===== src/rtl/pms_pkg.sv =====
// Shared types for the deep low-power sequencer.
// Assumes a 4-bit state code that is visible on the status port.
package pms_pkg;
    typedef enum logic [3:0] {
        ST_RUN      = 4'd0,
        ST_BUS      = 4'd1,
        ST_MEM      = 4'd2,
        ST_SR_ENT   = 4'd3,
        ST_CLK_MASK = 4'd4,
        ST_PLL_OFF  = 4'd5,
        ST_OSC_OFF  = 4'd6,
        ST_OFF      = 4'd7,
        ST_OSC_WAIT = 4'd8,
        ST_PLL_WAIT = 4'd9,
        ST_CLK_ON   = 4'd10,
        ST_SR_EXIT  = 4'd11
    } pms_state_e;

    localparam logic [1:0] STANDBY_DEEP = 2'b10;
endpackage


===== src/rtl/pms_wait_ctr.sv =====
// Down-counter for the settle and lock waits.
// Loads val_i on load_i, then counts down to zero and holds there.
// Assumes it runs on the always-on clock.
module pms_wait_ctr #(
    parameter int CNT_W = 16
) (
    input  logic             clk_i,
    input  logic             rst_ni,
    input  logic             load_i,
    input  logic [CNT_W-1:0] val_i,
    output logic             zero_o
);
    localparam logic [CNT_W-1:0] ONE = {{(CNT_W-1){1'b0}}, 1'b1};

    logic [CNT_W-1:0] cnt_q;

    // load or decrement the wait count
    always_ff @(posedge clk_i) begin
        if (!rst_ni)            cnt_q <= '0;
        else if (load_i)        cnt_q <= val_i;
        else if (cnt_q != '0)   cnt_q <= cnt_q - ONE;
    end

    assign zero_o = (cnt_q == '0);


    load_value_chk: assert property (@(posedge clk_i) disable iff (!rst_ni)
        load_i |=> cnt_q == $past(val_i));


    count_step_chk: assert property (@(posedge clk_i) disable iff (!rst_ni)
        (!load_i && cnt_q != '0) |=> cnt_q == $past(cnt_q) - ONE);
endmodule


===== src/rtl/pms_wake_latch.sv =====
// Holds a wakeup seen during entry until the fully-off state uses it.
// clr_i is high in the running and fully-off states.
module pms_wake_latch (
    input  logic clk_i,
    input  logic rst_ni,
    input  logic wake_i,
    input  logic clr_i,
    output logic hit_o
);
    logic pend_q;

    // remember a wakeup outside the running / off states
    always_ff @(posedge clk_i) begin
        if (!rst_ni)     pend_q <= 1'b0;
        else if (clr_i)  pend_q <= 1'b0;
        else if (wake_i) pend_q <= 1'b1;
    end

    assign hit_o = wake_i | pend_q;


    wake_hold_chk: assert property (@(posedge clk_i) disable iff (!rst_ni)
        (wake_i && !clr_i) |=> pend_q);
endmodule


===== src/rtl/pms_fsm.sv =====
// Entry/exit ordering state machine for the deep low-power mode.
// Moore outputs; handshake steps wait on their acknowledge inputs.
// The domain-power options are latched when entry starts.
module pms_fsm
    import pms_pkg::*;
(
    input  logic       clk_i,
    input  logic       rst_ni,
    input  logic       wfi_i,
    input  logic [1:0] standby_i,
    input  logic       core_on_i,
    input  logic       top_on_i,
    input  logic       l2_keep_i,
    input  logic       bus_idle_i,
    input  logic       mem_idle_i,
    input  logic       sr_ack_i,
    input  logic       wake_hit_i,
    input  logic       ctr_zero_i,
    output logic       ctr_load_o,
    output logic       ctr_sel_pll_o,
    output pms_state_e state_o,
    output logic       osc_en_o,
    output logic       pll_en_o,
    output logic       clk_mask_o,
    output logic       sr_req_o,
    output logic       core_pwr_o,
    output logic       top_pwr_o,
    output logic       l2_pwr_o,
    output logic       done_o
);
    pms_state_e st_q, st_d;
    logic       keep_top_q, keep_l2_q, done_q;
    logic       enter;

    assign enter = wfi_i && (standby_i == STANDBY_DEEP) && !core_on_i;

    // next-state and wait-counter load decode
    always_comb begin
        st_d          = st_q;
        ctr_load_o    = 1'b0;
        ctr_sel_pll_o = 1'b0;
        case (st_q)
            ST_RUN:      if (enter)      st_d = ST_BUS;
            ST_BUS:      if (bus_idle_i) st_d = ST_MEM;
            ST_MEM:      if (mem_idle_i) st_d = ST_SR_ENT;
            ST_SR_ENT:   if (sr_ack_i)   st_d = ST_CLK_MASK;
            ST_CLK_MASK: st_d = ST_PLL_OFF;
            ST_PLL_OFF:  st_d = ST_OSC_OFF;
            ST_OSC_OFF:  st_d = ST_OFF;
            ST_OFF: if (wake_hit_i) begin
                st_d       = ST_OSC_WAIT;
                ctr_load_o = 1'b1;
            end
            ST_OSC_WAIT: if (ctr_zero_i) begin
                st_d          = ST_PLL_WAIT;
                ctr_load_o    = 1'b1;
                ctr_sel_pll_o = 1'b1;
            end
            ST_PLL_WAIT: if (ctr_zero_i) st_d = ST_CLK_ON;
            ST_CLK_ON:   st_d = ST_SR_EXIT;
            ST_SR_EXIT:  if (!sr_ack_i)  st_d = ST_RUN;
            default:     st_d = ST_RUN;
        endcase
    end

    // state, latched power options and done pulse
    always_ff @(posedge clk_i) begin
        if (!rst_ni) begin
            st_q       <= ST_RUN;
            keep_top_q <= 1'b1;
            keep_l2_q  <= 1'b1;
            done_q     <= 1'b0;
        end else begin
            st_q   <= st_d;
            done_q <= (st_q == ST_SR_EXIT) && !sr_ack_i;
            if (st_q == ST_RUN && enter) begin
                keep_top_q <= top_on_i;
                keep_l2_q  <= l2_keep_i;
            end
        end
    end

    // output decode per state
    always_comb begin
        osc_en_o   = 1'b1;
        pll_en_o   = 1'b1;
        clk_mask_o = 1'b0;
        sr_req_o   = 1'b0;
        core_pwr_o = 1'b1;
        top_pwr_o  = 1'b1;
        l2_pwr_o   = 1'b1;
        case (st_q)
            ST_SR_ENT, ST_CLK_ON: sr_req_o = 1'b1;
            ST_CLK_MASK: begin
                sr_req_o = 1'b1; clk_mask_o = 1'b1;
            end
            ST_PLL_OFF, ST_OSC_WAIT: begin
                sr_req_o = 1'b1; clk_mask_o = 1'b1; pll_en_o = 1'b0;
            end
            ST_OSC_OFF: begin
                sr_req_o = 1'b1; clk_mask_o = 1'b1; pll_en_o = 1'b0;
                osc_en_o = 1'b0;
            end
            ST_OFF: begin
                sr_req_o = 1'b1; clk_mask_o = 1'b1; pll_en_o = 1'b0;
                osc_en_o = 1'b0; core_pwr_o = 1'b0;
                top_pwr_o = keep_top_q; l2_pwr_o = keep_l2_q;
            end
            ST_PLL_WAIT: begin
                sr_req_o = 1'b1; clk_mask_o = 1'b1;
            end
            default: ;
        endcase
    end

    assign state_o = st_q;
    assign done_o  = done_q;


    stay_run_chk: assert property (@(posedge clk_i) disable iff (!rst_ni)
        (st_q == ST_RUN && !enter) |=> st_q == ST_RUN);


    bus_wait_chk: assert property (@(posedge clk_i) disable iff (!rst_ni)
        (st_q == ST_BUS && !bus_idle_i) |=> st_q == ST_BUS);


    mask_step_chk: assert property (@(posedge clk_i) disable iff (!rst_ni)
        st_q == ST_CLK_MASK |=> st_q == ST_PLL_OFF);


    off_exit_chk: assert property (@(posedge clk_i) disable iff (!rst_ni)
        (st_q == ST_OFF && wake_hit_i) |=> st_q == ST_OSC_WAIT);


    done_pulse_chk: assert property (@(posedge clk_i) disable iff (!rst_ni)
        (st_q == ST_SR_EXIT && !sr_ack_i) |=> (st_q == ST_RUN && done_o));
endmodule


===== src/rtl/pms_top.sv =====
// Deep low-power mode sequencer top.
// Wires the ordering FSM, a shared wait counter and the wakeup latch,
// and gates the interrupt while a sequence runs.
// Assumes clk_i is the always-on clock.
module pms_top
    import pms_pkg::*;
#(
    parameter int CNT_W = 16
) (
    input  logic             clk_i,
    input  logic             rst_ni,
    input  logic             wfi_i,
    input  logic [1:0]       cfg_standby_i,
    input  logic             cfg_core_on_i,
    input  logic             cfg_top_on_i,
    input  logic             cfg_l2_keep_i,
    input  logic             cfg_irq_block_i,
    input  logic             irq_i,
    input  logic             bus_idle_i,
    input  logic             mem_idle_i,
    input  logic             sr_ack_i,
    input  logic             wake_i,
    input  logic [CNT_W-1:0] osc_cnt_i,
    input  logic [CNT_W-1:0] pll_cnt_i,
    output logic             osc_en_o,
    output logic             osc32k_en_o,
    output logic             pll_en_o,
    output logic             clk_mask_o,
    output logic             sr_req_o,
    output logic             core_pwr_o,
    output logic             top_pwr_o,
    output logic             l2_pwr_o,
    output logic             irq_o,
    output logic [3:0]       state_o,
    output logic             done_o
);
    pms_state_e       st;
    logic             ctr_load, ctr_sel_pll, ctr_zero, wake_hit, wake_clr;
    logic [CNT_W-1:0] ctr_val;

    assign ctr_val  = ctr_sel_pll ? pll_cnt_i : osc_cnt_i;
    assign wake_clr = (st == ST_RUN) || (st == ST_OFF);

    pms_wake_latch u_wake (
        .clk_i (clk_i),
        .rst_ni(rst_ni),
        .wake_i(wake_i),
        .clr_i (wake_clr),
        .hit_o (wake_hit)
    );

    pms_wait_ctr #(.CNT_W(CNT_W)) u_ctr (
        .clk_i (clk_i),
        .rst_ni(rst_ni),
        .load_i(ctr_load),
        .val_i (ctr_val),
        .zero_o(ctr_zero)
    );

    pms_fsm u_fsm (
        .clk_i        (clk_i),
        .rst_ni       (rst_ni),
        .wfi_i        (wfi_i),
        .standby_i    (cfg_standby_i),
        .core_on_i    (cfg_core_on_i),
        .top_on_i     (cfg_top_on_i),
        .l2_keep_i    (cfg_l2_keep_i),
        .bus_idle_i   (bus_idle_i),
        .mem_idle_i   (mem_idle_i),
        .sr_ack_i     (sr_ack_i),
        .wake_hit_i   (wake_hit),
        .ctr_zero_i   (ctr_zero),
        .ctr_load_o   (ctr_load),
        .ctr_sel_pll_o(ctr_sel_pll),
        .state_o      (st),
        .osc_en_o     (osc_en_o),
        .pll_en_o     (pll_en_o),
        .clk_mask_o   (clk_mask_o),
        .sr_req_o     (sr_req_o),
        .core_pwr_o   (core_pwr_o),
        .top_pwr_o    (top_pwr_o),
        .l2_pwr_o     (l2_pwr_o),
        .done_o       (done_o)
    );

    assign osc32k_en_o = 1'b1;
    assign irq_o       = irq_i && !(cfg_irq_block_i && st != ST_RUN);
    assign state_o     = st;


    irq_source_chk: assert property (@(posedge clk_i) disable iff (!rst_ni)
        irq_o |-> irq_i);
endmodule


===== config.mk =====
export PLATFORM = sky130hd
export DESIGN_NAME = pms_top
export DESIGN_NICKNAME = d
export VERILOG_FILES = /design/src/rtl/pms_pkg.sv /design/src/rtl/pms_wait_ctr.sv /design/src/rtl/pms_wake_latch.sv /design/src/rtl/pms_fsm.sv /design/src/rtl/pms_top.sv
export SDC_FILE = /design/constraint.sdc
export NUM_CORES = 1
export LEC_CHECK = 0
export BUFFER_PORTS_ARGS = -buffer_cell sky130_fd_sc_hd__buf_4
export CAP_MARGIN = 10
export CORE_MARGIN = 2
export CORE_UTILIZATION = 35
export CTS_CLUSTER_SIZE = 20
export DETAILED_ROUTE_END_ITERATION = 12
export PLACE_DENSITY = 0.64
export SLEW_MARGIN = 40
export SYNTH_ARGS = -nofsm -noshare
export SYNTH_HDL_FRONTEND = slang
export SYNTH_SLANG_ARGS = --single-unit
export TNS_END_PERCENT = 100

===== constraint.sdc =====
create_clock -name clk_i -period 2.59 [get_ports clk_i]
set_clock_uncertainty 0.15 [all_clocks]
set_input_delay 0.259 -clock clk_i [delete_from_list [all_inputs] [get_ports clk_i]]
set_output_delay 0.259 -clock clk_i [all_outputs]
set_load 0.05 [all_outputs]

Yosys cells after proc, flatten, opt, wreduce, memory -nomap -nowiden
Cells that the tools add are included.
Storage, ports and cells
  flip-flop bits (word level): 24
  bits in latches: 0
  memory bits (writable): 0
  bits in read-only memories: 0
  input port bits: 46
  output and inout port bits: 14
  logic and storage cells: 73
  memories kept: 0
Operators by class
  $add $sub $neg: 1
  multiply operators: 0
  divide/modulo/power cells: 0
  order comparisons: 0
  equality and inequality tests: 20
  shift-type cells: 0
  muxes and demuxes: 23
  bitwise gates (word level): 2
  reductions and logical operators: 21
Operators by type and width (count)
  $mux 16: 3
  $pmux 4 s12: 1
  $mux 4: 8
  $eq 4x3->1 const B: 4
  $eq 4x4->1 const B: 4
  $logic_not 16->1: 1
  $reduce_bool 16->1: 1
  $sub 16x1->16 const B: 1
  $ne 2x2->1 const B: 6
  $mux 1: 10
  $eq 4x2->1 const B: 2
  $reduce_and 8->1: 1
  $reduce_or 8->1: 1
  $logic_and 1x1->1: 6
  $reduce_or 6->1: 1
  $eq 4x1->1 const B: 1
  $logic_not 4->1: 1
  $ne 2x1->1 const B: 2
  $reduce_bool 4->1: 1
  $reduce_or 2->1: 2
  $reduce_or 4->1: 1
  $logic_not 1->1: 3
  $eq 2x2->1 const B: 1
  $pmux 1 s2: 1
  4 further kinds: 4

Depth between registers and ports, before layout
Gate-level depths: netlist of run 1.
  word-level depth: 5
  depth in mapped cells: 8
  mapped depth without buffers: 7

By module
Synthesis of run 1 repeated with hierarchy kept, for this count alone.
Second synthesis, totals
  cell total of the unflattened synthesis: 203
  area, all modules: 1785.5 µm²
By module, submodules not included
  pms_wait_ctr: instances 1, cells each 116, area each 939.7 µm²
  pms_fsm: instances 1, cells each 59, area each 519.2 µm²
  pms_top: instances 1, cells each 25, area each 291.5 µm²
  pms_wake_latch: instances 1, cells each 3, area each 35.0 µm²

Least setup slack after synthesis of run 1
No wires, ideal clock.
  path type: register to output
  start point: register u_fsm.st_q[2] (netlist: u_fsm.state_o[2])
  end point: output port irq_o
  data arrival time: 2378 ps
  required time: 2181 ps
  setup slack: -197 ps
  stages on the path, launching flop included: 4
  path through: dfxtp_1 -> buf_2 -> or4_1 -> a21boi_0
Between the ends
  longest elaborated chain between the ends: 4
Ends and longest elaborated chain
  start: declaration: line pms_fsm.sv:31  | pms_state_e st_q, st_d;
  start signal: assignment: line pms_fsm.sv:74  | st_q <= st_d;
  $reduce_bool 4->1: line pms_top.sv:87  | assign irq_o = irq_i && !(cfg_irq_block_i && st != ST_RUN);
  $logic_and 1x1->1: line pms_top.sv:87
  $logic_not 1->1: line pms_top.sv:87
  $logic_and 1x1->1: line pms_top.sv:87
  end: declaration: line pms_top.sv:33  | output logic irq_o,
Every way passes these cells.

Worst setup path after layout of run 1
  start point: register u_ctr.cnt_q[0]
  end point: register u_ctr.cnt_q[0]
Between the ends
  longest elaborated chain between the ends: 5
  elaborated cells on any way between the ends: 10
Ends and longest elaborated chain
  start: declaration: line pms_wait_ctr.sv:15  | logic [CNT_W-1:0] cnt_q;
  start signal: assignment: line pms_wait_ctr.sv:20  | else if (load_i) cnt_q <= val_i;
  start signal: assignment: line pms_wait_ctr.sv:21  | else if (cnt_q != '0) cnt_q <= cnt_q - ONE;
  parallel branches: the longest is 5 deep, another holds $sub 16x1->16
Parallel ways; which one is timed is not known. The select of a mux whose other input is x is not followed.
A chain may end at the register's enable or synchronous reset.

==> qor.txt, run 1 <==
Post-synth EDFFs: 0
Kind of cell adding the most delay to the critical path: simple AND/OR/NAND/NOR gates
Die height: 71.5 um
Leak: 0.861 nW
First-pass GRT wire length: 6980 um
Setup TNS: 0 ns
Min cycle time layout: 2.35 ns
Drc violations: 0
Area growth syn-to-layout: 34.6%
Netlist cell types: 49
Hold Crit Start: sr_ack_i
Final Setup Violations: 0
Row cnt: 24
Die width: 71.5 um
Drt via density: 5.32
Measured slew at the worst slew-check pin: 0.594 ns
Seq. cell area: 484 sq um
Total track usage: 16.8%
Slowest stage delay, CP: 0.47 ns
Worst Reg-to-Reg Cells: 7
Crit path depth: 7
Relative max-transition margin: 60.1%
1st-pass router iterations: 4
Commonest non-fill, non-tap cell in the layout: buf_4
Seq/Total Area, Yosys: 30.2%
# H-tree levels: 1
Routed WL per cell: 14.2 um
Detailed placement HPWL: 3220 um
Largest fanout on the critical path: 8
Dominant cell type by area after synthesis: dfxtp_1
Run status: complete, no violations
RR Endpoint: u_ctr.cnt_q[0]$_SDFFE_PN0P_
Worst hold path type: in -> reg
Drt total wl: 4220 um
Max Buffers Root-to-Sink: 2
Setup ws final: 0.239 ns
Max cap viols: 0
I/O Pins: 60
Initial antenna violation count: 0
CP cell instances: inv_1, ha_1, nor3b_1, and4_1, a21oi_1, buf_4, a221oi_1
CTS tree: built
Register bit total from synthesis: 24
Synth Area per Inst: 8.52 sq um
Gate Count Post-Synth: 187
Final Non-Filler Cells: 297
Core area: 4380 sq um
Endpoints failing hold: 0
Critical Path RT: 2.61 ns
Buffers & Inverters on Critical Path: 2
Placed cell count: 293
Post-CTS setup buffer count: 0
Clk root buf: clkbuf_8
Reg-to-reg critical path startpoint: u_ctr.cnt_q[0]$_SDFFE_PN0P_
Tcrit/Tclk final: 90.8%
Top_reg_cell synth: dfxtp_1
Synth top area share: 30.2%
R2R Setup Slk: 0.24 ns
Pwr Total: 1.78 mW
Post-Syn Area: 1590 sq um
Largest net degree at the start of global routing: 16
Fmax: 425 MHz
Post-synth ARST share: 0%
Top cells by area, synth: dfxtp_1 30%, a22oi_1 6.6%, a21oi_2 5.5%
Initial Utilization: 36.3%
Peak supply drop: 0.370 mV
Worst-skew pair later-pin latency: 0.27 ns
CTS Hold Bufs: 0
WHS Path Cells: 2
Routability cong.: 0.832
I/O Buffers: 58
RSZ-0062 raised after global routing: no
Crit. End Element: flip-flop
Diode count: 0
Area of the multi-input gates: 1050 sq um
Via count: 1579
Max-slew violation count: 0
Num CTS Buffers: 3
CP arrival: 2.38 ns
Clk sinks: 24
Hold EP: u_fsm.done_o$_SDFF_PN0_
Final nets: 294
Overflow after GRT: 0
Dpl ws: 0.291 ns
Critical setup path kind: reg -> reg
CP max stage cell: nor3b_1
Final ANT Viol Nets: 0
Pwr/cell area: 830 nW/um^2
Synth warn: 0
Fill cells: 435
Clock slew at the register clock pins of the worst setup and hold paths: 0.09 ns
Crit start category: flip-flop
Mapped Nets: 235
Most frequent cells in the layout: 64 x buf_4, 21 x dfxtp_1, 18 x nand2_1, 14 x a22oi_1, 11 x o21ai_0
Vias in the first global route: 1530
CTS resizes: 0
Share of post-route cells with drive strength above 1: 38.0%
Area of the die: 5110 sq um
Initial drt markers: 77
area by class of cell:
type,count,share of cell area [%]
clock buffers,4,2.57
well taps,52,3.03
inverters,3,0.525
multi-input cells,150,48.9
flip-flops and latches,24,22.6
repair buffers,64,22.4
cell usage after synthesis (3+ instances only):
library cell	n
nor2_1	9
o21ai_0	11
or2_2	3
nor3_1	8
nand2b_1	3
nand2_1	18
buf_2	4
xnor2_1	7
nor4_1	4
xor2_1	7
inv_1	3
clkbuf_1	4
or4_1	3
a22oi_1	14
nor3b_1	4
a21oi_2	10
a21oi_1	10
dfxtp_1	24
nand4_1	4
kinds of logic after synthesis:
kind of cell	after synthesis	share of synthesized area [%]
AO/OA/AOI/OAI	59	25.3
XOR/XNOR	14	7.70
adder cells (fa/ha/maj)	2	1.57
buffers and inverters	13	4.63
flip-flops	24	30.2
multiplexers	2	1.26
other	1	0.235
AND/OR/NAND/NOR	72	29.1
flip-flops by register name (all words and copies together), names as in the netlist:
name	count
u_fsm.state_o	4
u_fsm.done_o	1
u_ctr.cnt_q	16
u_fsm.keep_l2_q	1
u_fsm.keep_top_q	1
u_wake.pend_q	1
metrics by stage:
step | util [%] | hold slack, ns | instance area [sq um]
after detailed placement | 47.5 | 0.303 | 2080
after CTS | 48.7 | 0.0126 | 2140
after global routing | 48.9 | 0.00704 | 2140
final | 48.9 | 0.0146 | 2140
after global placement | 47.5 | 0.299 | 2080
after floorplan | - | 0.187 | 1600
report_power, final:
part           internal (mW)  total (mW)  switching [mW]
registers              0.449       0.566           0.117
logic                  0.431       0.953           0.522
clock network          0.136       0.260           0.124
how the worst max path moves through the flow:
stage                             startpoint                       endpoint  slack (ns)
2_1_floorplan  u_fsm.state_o[0]$_SDFFE_PN0P_  u_fsm.state_o[1]$_SDFFE_PN0P_        0.01
3_3_place_gp     u_ctr.cnt_q[0]$_SDFFE_PN0P_    u_ctr.cnt_q[5]$_SDFFE_PN0P_        0.42
3_5_place_dp     u_ctr.cnt_q[0]$_SDFFE_PN0P_    u_ctr.cnt_q[0]$_SDFFE_PN0P_        0.29
4_1_cts          u_ctr.cnt_q[0]$_SDFFE_PN0P_    u_ctr.cnt_q[0]$_SDFFE_PN0P_        0.25
5_1_grt          u_ctr.cnt_q[0]$_SDFFE_PN0P_    u_ctr.cnt_q[0]$_SDFFE_PN0P_        0.06
6_report         u_ctr.cnt_q[0]$_SDFFE_PN0P_    u_ctr.cnt_q[0]$_SDFFE_PN0P_        0.24
per-layer routing:
layer	vias up	wire (um)	GRT usage (%)
li1	813	-	-
met1	725	2020	22.9
met2	36	1940	27.4
met3	5	201	2.81
met4	0	54	4.61
met5	-	0	0
Note: power is estimated with default switching activity, not from simulation.
==> run 2: changes to the inputs <==
--- a/config.mk
+++ b/config.mk
@@ -11,7 +11,9 @@
 export CORE_UTILIZATION = 35
 export CTS_CLUSTER_SIZE = 20
 export DETAILED_ROUTE_END_ITERATION = 12
+export MAX_ROUTING_LAYER = met4
 export PLACE_DENSITY = 0.64
+export RECOVER_POWER = 25
 export SLEW_MARGIN = 40
 export SYNTH_ARGS = -nofsm -noshare
 export SYNTH_HDL_FRONTEND = slang
==> run 2 against run 1 <==
Combinational power down 0.4%. Clock power about the same. Critical path depth unchanged. Sequential cell count unchanged. Largest cell class unchanged. Clock-buffer cell count unchanged. Non-clock buffer count unchanged.
==> qor.txt, run 2 (same netlist as run 1, synthesis figures left out) <==
Run status: complete, no violations
I/O Buffers: 58
I/O Pins: 60
Initial Utilization: 36.3%
Die width: 71.5 um
Largest fanout on the critical path: 8
Drt via density: 5.33
Top reg by flops: u_ctr.cnt_q
Relative max-transition margin: 60.1%
Pwr/cell area: 835 nW/um^2
Dpl ws: 0.291 ns
Kind of cell adding the most delay to the critical path: simple AND/OR/NAND/NOR gates
Most frequent cells in the layout: 60 x buf_4, 24 x dfxtp_1, 18 x nand2_1, 14 x a22oi_1, 11 x o21ai_0
Slowest stage delay, CP: 0.47 ns
Setup ws final: 0.238 ns
Max-slew violation count: 0
Worst-skew pair later-pin latency: 0.27 ns
Diode count: 0
Clk sinks: 24
Post-CTS setup buffer count: 0
Peak supply drop: 0.370 mV
Measured slew at the worst slew-check pin: 0.594 ns
Clock power frac: 14.7%
Total track usage: 17.3%
Worst hold path type: in -> reg
Crit path depth: 7
Seq. cell area: 480 sq um
Final nets: 294
Drt total wl: 4230 um
Area of the die: 5110 sq um
Max reg flops: 16
Drc violations: 0
Num CTS Buffers: 3
Endpoints failing hold: 0
Via count: 1582
Internal Pwr Total: 1.01 mW
CTS Hold Bufs: 0
CTS resizes: 0
Commonest non-fill, non-tap cell in the layout: buf_4
Critical Path RT: 2.61 ns
Worst Reg-to-Reg Cells: 7
Share of post-route cells with drive strength above 1: 35.1%
Leak: 0.844 nW
CP arrival: 2.38 ns
Crit start category: flip-flop
WHS Path Cells: 2
Overflow after GRT: 0
CP max stage cell: nor3b_1
Share of power burned in registers: 31.9%
Final Setup Violations: 0
Net Switching: 0.763 mW
Row cnt: 24
Combinational power share: 53.5%
Max Buffers Root-to-Sink: 2
Fmax: 425 MHz
Design Area, Final: 2130 sq um
Min cycle time layout: 2.35 ns
Post-place instance area: 2080 sq um
Die height: 71.5 um
RSZ-0062 raised after global routing: no
Sw Ratio: 43.0%
Routed WL per cell: 14.2 um
Clock slew at the register clock pins of the worst setup and hold paths: 0.09 ns
Area growth syn-to-layout: 33.5%
Final ANT Viol Nets: 0
Tcrit/Tclk final: 90.8%
Initial antenna violation count: 0
Core area: 4380 sq um
Setup TNS: 0 ns
Core Util, Final: 48.5%
Largest net degree at the start of global routing: 16
Area of the multi-input gates: 1050 sq um
Detailed placement HPWL: 3220 um
CP cell instances: inv_1, ha_1, nor3b_1, and4_1, a21oi_1, buf_4, a221oi_1
First-pass GRT wire length: 6980 um
Vias in the first global route: 1529
Clk root buf: clkbuf_8
Fill cells: 438
Critical setup path kind: reg -> reg
Max cap viols: 0
Initial drt markers: 66
Buffers & Inverters on Critical Path: 2
Pwr Total: 1.77 mW
Crit. End Element: flip-flop
Routability cong.: 0.844
# H-tree levels: 1
CTS tree: built
1st-pass router iterations: 4
-- run 2: layout make-up --
class	count	share of cell area [%]
tap	52	3.06
multi-input combinational	150	49.3
sequential	24	22.6
timing repair buffer	64	21.9
clock buffer	4	2.59
inverter	3	0.530
-- run 2: metrics by stage --
stage	cells	hold slack, ns
floorplan	187	0.187
global placement	293	0.299
detailed placement	293	0.303
CTS	297	0.0126
global route	297	0.00704
finish	297	0.0148
-- run 2: power by group through the flow --
stage / Combinational (mW) / Sequential, mW / Clock (mW)
after CTS: 0.950 / 0.562 / 0.267
after global routing: 1.06 / 0.579 / 0.284
after floorplan: 0.708 / 0.559 / 0
after global placement: 0.945 / 0.569 / 0
final: 0.949 / 0.565 / 0.260
after detailed placement: 0.943 / 0.571 / 0
-- run 2: per-layer routing --
layer  track usage, %  share of wire [%]  vias up
met5                -                  0        -
met4             4.61                1.3        0
met3             2.81                5.2        5
met2             27.4                 46       38
met1             22.9                 47      727
li1                 -                  -      812
-- run 2: worst reg2reg max path: cells and delay by family, from the launching register on --
kind | cells | cell delay, ns
buffers and inverters | 2 | 0.32
DFF | 1 | 0.34
adders and majority gates | 1 | 0.14
AOI/OAI and AO/OA | 2 | 0.48
and+or+nand+nor | 2 | 0.84
-- run 2: final timing paths --
check	startpoint	end	slack, ns
max	u_ctr.cnt_q[0]$_SDFFE_PN0P_	u_ctr.cnt_q[0]$_SDFFE_PN0P_	0.24
max reg2reg	u_ctr.cnt_q[0]$_SDFFE_PN0P_	u_ctr.cnt_q[0]$_SDFFE_PN0P_	0.24
min reg2reg	u_fsm.keep_top_q$_SDFFE_PN1P_	u_fsm.keep_top_q$_SDFFE_PN1P_	0.32
min	sr_ack_i	u_fsm.done_o$_SDFF_PN0_	0.01
